<file path="src/rtl/pipe_hazard_pkg.sv">
package pipe_hazard_pkg;
  localparam int ICODE_W   = 4;
  localparam int NUM_BANKS = 5;
  localparam int BANK_F    = 0;
  localparam int BANK_D    = 1;
  localparam int BANK_E    = 2;
  localparam int BANK_M    = 3;
  localparam int BANK_W    = 4;

  localparam logic [ICODE_W-1:0] IC_HALT  = 4'h0;
  localparam logic [ICODE_W-1:0] IC_LOAD  = 4'h5;
  localparam logic [ICODE_W-1:0] IC_JUMP  = 4'h7;
  localparam logic [ICODE_W-1:0] IC_RET   = 4'h9;
  localparam logic [ICODE_W-1:0] IC_POP   = 4'hB;

  // strobes from the hazard detector to the policy logic
  typedef struct packed {
    logic loadUse;
    logic mispredict;
    logic recover;
    logic retDecode;
    logic retLater;
    logic fetchHalt;
  } hazStrobes_t;
endpackage

</file>
<file path="src/rtl/hazard_detect.sv">
module hazard_detect
  import pipe_hazard_pkg::*;
#(
  parameter int REG_W = 4
) (
  input  logic [ICODE_W-1:0] fIcode,
  input  logic [ICODE_W-1:0] dIcode,
  input  logic [REG_W-1:0]   dSrcA,
  input  logic [REG_W-1:0]   dSrcB,
  input  logic [ICODE_W-1:0] eIcode,
  input  logic [REG_W-1:0]   eDstM,
  input  logic               eMispredict,
  input  logic [ICODE_W-1:0] mIcode,
  input  logic               mMispredict,
  output hazStrobes_t        strobes
);
  localparam logic [REG_W-1:0] NO_REG = '1;

  logic eIsLoad;
  logic dstMatch;

  always_comb begin
    eIsLoad  = (eIcode == IC_LOAD) || (eIcode == IC_POP);
    dstMatch = (eDstM != NO_REG) && ((eDstM == dSrcA) || (eDstM == dSrcB));

    strobes.loadUse    = eIsLoad && dstMatch;
    strobes.mispredict = (eIcode == IC_JUMP) && eMispredict;
    strobes.recover    = (mIcode == IC_JUMP) && mMispredict;
    strobes.retDecode  = (dIcode == IC_RET);
    strobes.retLater   = (eIcode == IC_RET) || (mIcode == IC_RET);
    strobes.fetchHalt  = (fIcode == IC_HALT);
  end
endmodule

</file>
<file path="src/rtl/hazard_policy.sv">
module hazard_policy
  import pipe_hazard_pkg::*;
(
  input  hazStrobes_t          strobes,
  output logic [NUM_BANKS-1:0] stallVec,
  output logic [NUM_BANKS-1:0] bubbleVec,
  output logic                 keepFetchPc
);
  logic retLive;
  logic interlock;

  always_comb begin
    // a return in decode behind a mispredicted jump is wrong-path: squash wins
    retLive   = (strobes.retDecode && !strobes.mispredict) || strobes.retLater;
    interlock = strobes.loadUse && !strobes.mispredict;

    keepFetchPc = strobes.fetchHalt && strobes.recover;

    stallVec  = '0;
    bubbleVec = '0;

    stallVec[BANK_F] = !keepFetchPc &&
                       ((!strobes.mispredict && (interlock || retLive)) ||
                        (strobes.fetchHalt && !strobes.recover));
    stallVec[BANK_D] = interlock;
    // a stalled decode bank keeps the return; otherwise fill it with a nop
    bubbleVec[BANK_D] = strobes.mispredict || (retLive && !interlock);
    bubbleVec[BANK_E] = strobes.mispredict || interlock;
  end

  always_comb begin
    p_squash_flush_r4: assert (!strobes.mispredict ||
                               (bubbleVec[BANK_D] && bubbleVec[BANK_E] && !stallVec[BANK_D]))
      else $error("squash did not flush decode and execute");
    p_interlock_r2: assert (!interlock ||
                            (stallVec[BANK_F] && stallVec[BANK_D] && bubbleVec[BANK_E]))
      else $error("interlock strobes incomplete");
    p_halt_hold_r9: assert (!(keepFetchPc && stallVec[BANK_F]))
      else $error("fetch hold and fetch stall together");
  end

  for (genvar b = 0; b < NUM_BANKS; b++) begin : g_bank_chk
    always_comb begin
      p_no_stall_bubble_r10: assert (!(stallVec[b] && bubbleVec[b]))
        else $error("bank %0d stalled and bubbled", b);
    end
  end
endmodule

</file>
<file path="src/rtl/pipe_hazard_ctrl.sv">
module pipe_hazard_ctrl
  import pipe_hazard_pkg::*;
#(
  parameter int REG_W = 4
) (
  input  logic [ICODE_W-1:0]   fIcode,
  input  logic [ICODE_W-1:0]   dIcode,
  input  logic [REG_W-1:0]     dSrcA,
  input  logic [REG_W-1:0]     dSrcB,
  input  logic [ICODE_W-1:0]   eIcode,
  input  logic [REG_W-1:0]     eDstM,
  input  logic                 eMispredict,
  input  logic [ICODE_W-1:0]   mIcode,
  input  logic                 mMispredict,
  output logic [NUM_BANKS-1:0] stallVec,
  output logic [NUM_BANKS-1:0] bubbleVec,
  output logic                 keepFetchPc
);
  hazStrobes_t strobes;

  hazard_detect #(.REG_W(REG_W)) uDetect (
    .fIcode(fIcode), .dIcode(dIcode), .dSrcA(dSrcA), .dSrcB(dSrcB),
    .eIcode(eIcode), .eDstM(eDstM), .eMispredict(eMispredict),
    .mIcode(mIcode), .mMispredict(mMispredict), .strobes(strobes)
  );

  hazard_policy uPolicy (
    .strobes(strobes), .stallVec(stallVec), .bubbleVec(bubbleVec),
    .keepFetchPc(keepFetchPc)
  );
endmodule

</file>
<file path="config.mk">
export PLATFORM = sky130hd
export DESIGN_NAME = pipe_hazard_ctrl
export DESIGN_NICKNAME = d
export VERILOG_FILES = /design/src/rtl/pipe_hazard_pkg.sv /design/src/rtl/hazard_detect.sv /design/src/rtl/hazard_policy.sv /design/src/rtl/pipe_hazard_ctrl.sv
export SDC_FILE = /design/constraint.sdc
export NUM_CORES = 1
export LEC_CHECK = 0
export BUFFER_PORTS_ARGS = -buffer_cell sky130_fd_sc_hd__buf_2
export CORE_AREA = 8 8 45 47
export DETAILED_ROUTE_END_ITERATION = 7
export DIE_AREA = 0 0 53 55
export PLACE_DENSITY = 0.66
export SETUP_SLACK_MARGIN = 0.05
export SYNTH_ARGS = -nofsm -noshare
export SYNTH_HDL_FRONTEND = slang
export SYNTH_HIERARCHICAL = 1
export SYNTH_SLANG_ARGS = --single-unit
</file>
<file path="constraint.sdc">
create_clock -name vclk -period 2.1
set_clock_uncertainty 0.2 [all_clocks]
set_input_delay 0.42 -clock vclk [all_inputs]
set_output_delay 0.42 -clock vclk [all_outputs]
set_load 0.01 [all_outputs]
</file>
==> summary.md <==
| Metric | Value |
|---|---|
| DR vias | 389 |
| Critical path arrival | 1.56 ns |
| Core Footprint | 0.00138 mm^2 |
| Area growth syn-to-layout | 85.2% |
| Cell area power density | 158 mW/mm^2 |
| Number of design rule violations left after detail routing | 0 |
| Total routing resource utilization after global routing | 0.0687 |
| Result of the run | complete, but fails checks |
| Iteration-0 DRC count of the detailed router | 1 |
| Part of the Yosys area used for sequential elements | 0 |
| Max-cap viol count | 0 |
| Via count of the first global-routing pass | 413 |
| Number of endpoints failing setup at the final stage | 3 |
| Standard-cell rows | 14 |
| Num sequential | 0 |
| Count of pins over their slew limit | 0 |
| Worst slack at placement | -0.223 ns |
| Number of clock buffers in the layout | 0 |
| Utilization after layout | 0.397 |
| Antenna diodes | 0 |
| Filler cell count in the final layout | 168 |
| CP cell instances | buf_6, xor2_1, nor4_1, o2111a_2, nor4_2, nor3_2, buf_2 |
| Vias per Instance | 4.27 |
| Setup crit start kind | primary input |
| Count of different cell masters after synthesis | 20 |
| Number of warnings printed during yosys synthesis | 6 |
| IO Port Bufs | 35 |
| Ratio of final minimum period to clock period | 1.04 |
| Global placer's final weighted congestion | 0.738 |
| DR WL/cell | 12.2 um |
| Data required time at the worst endpoint | 1.48 ns |
| Highest ir drop seen on vdd | 0.0520 mV |
| Reg area | 0 um^2 |
| Cell area after technology mapping | 297 um^2 |
| Wire length of the first global-routing pass | 1.66 mm |
| Fraction of layout instances using a drive strength above 1 | 0.613 |
| Post-Layout Inst Area | 549 um^2 |
| Critical Path Fanout Max | 4 |
| Mean area per synthesized cell | 7.41 um^2 |
| Number of nets in the final layout | 107 |
| Post-layout min period | 2.18 ns |
| Instance area after placement | 470 um^2 |
| Number of standard cells after synthesis | 40 |
| Violations in the final reports | setup timing |
| Congestion Overflow GR | 0 |
| Slowest cell on crit path | nor4_1 |
| Overall power consumption | 0.0869 mW |
| Unrepaired setup endpoints after global routing | yes |
| Critical Path End Type | output pin |
| Total half-perimeter wirelength after legalization and detailed placement | 966 um |
| Maximum cell stage delay along the critical path | 0.29 ns |
| Worst hold margin | 1.03 ns |
| Number of antenna violations at the first check in global routing | 0 |
| Initial Utilization | 0.214 |
| Antenna Nets Post-Route | 0 |
| I/O pin count | 41 |
| Largest delay share family, worst path | simple AND/OR/NAND/NOR gates |
| Worst setup slack after layout | -0.0806 ns |
| FMAX | 0.459 GHz |
| Overall die height | 55 um |
| Area occupied by multi-input gates | 290 um^2 |
| Leakage dissipation | 0.291 nW |
| Kind of path behind the tightest hold check | primary input to output pin |
| Count of buffering cells on the critical path with inverters included | 2 |
| Die extent in x | 53 um |
| Largest net degree at the start of global routing | 5 |
| Final Routed Wirelength | 1.11 mm |
| Detailed-routing iteration count for the pre-antenna-repair pass | 2 |
| Critical setup path kind | primary input to output pin |
| Hold Violations, Final | 0 |
| Die outline area | 0.00292 mm^2 |
[layout by cell type, fill, tap and decap left out, drive strengths merged]
cell type / n
and2: 1
buf: 37
conb: 6
nand2: 2
nand2b: 1
nand3: 1
nand3b: 1
nand4: 1
nor2: 2
nor2b: 2
nor3: 1
nor4: 4
nor4bb: 2
o2111a: 1
o21ai: 1
o21bai: 1
or2: 1
or4bb: 2
xor2: 8
[kinds of logic (layout without fill, tap and decap cells)]
kind of cell / count (synthesis) / after routing / share of synthesized area
and+or+nand+nor: 21 / 21 / 0.494
buffers and inverters: 7 / 37 / 0.177
other: 1 / 6 / 0.0126
xor gates and xnor gates: 8 / 8 / 0.236
AOI/OAI and AO/OA: 3 / 3 / 0.0802
[synth_stat cells, drive strengths merged, types with 2 or more instances]
master  n  area (um^2)
nor2b   2         12.5
nand2   2         7.51
buf     7         52.6
xor2    8         70.1
nor4    4         31.3
or4bb   2         22.5
nor4bb  2         20.0
nor2    2         7.51
[per-layer routing]
layer  part of all wire  wire length, um  vias to the layer above  global-route usage
met5                  0                0                        -                   0
met4                  0                0                        0                   0
met3               0.11              123                        0              0.0241
met2               0.54              597                       20               0.123
met1               0.35              391                      168              0.0814
li1                   -                -                      201                   -
[where the power goes]
part           internal [mW]  leakage (nW)  switching (mW)
Combinational         0.0497         0.291          0.0372
Clock                      0             0               0
Sequential                 0             0               0
Total                 0.0497         0.291          0.0372
[final timing paths]
check	from	end	slack [ns]	cells past startpoint
setup / recovery	dSrcB[2]	stallVec[0]	-0.08	7
hold / removal	mIcode[3]	keepFetchPc	1.03	4
[worst min-delay path: stages]
cell and delay (ns):
buf_2 0.08, nor4bb_1 0.05, and2_4 0.13, buf_2 0.13
[cell type report]
| cell class | count | area share |
|---|---|---|
| Timing Repair Buffer | 37 | 0.435 |
| Multi-Input combinational cell | 38 | 0.528 |
| Tap cell | 16 | 0.0364 |
[through the flow]
step           std cells  TNS (ns)
2_1_floorplan         45         0
3_3_place_gp          90    -0.252
3_5_place_dp          90    -0.472
4_1_cts               90    -0.249
5_1_grt               91    -0.574
6_report              91    -0.181
[what timing repair did]
action	4_1_cts	5_1_grt
setup buffers	0	1
gates cloned	0	0
setup endpoints to repair	4	4
hold buffers	0	0
gates resized for setup	6	11
pin swaps	8	6
No activity file was read; power rests on OpenSTA's default activity.
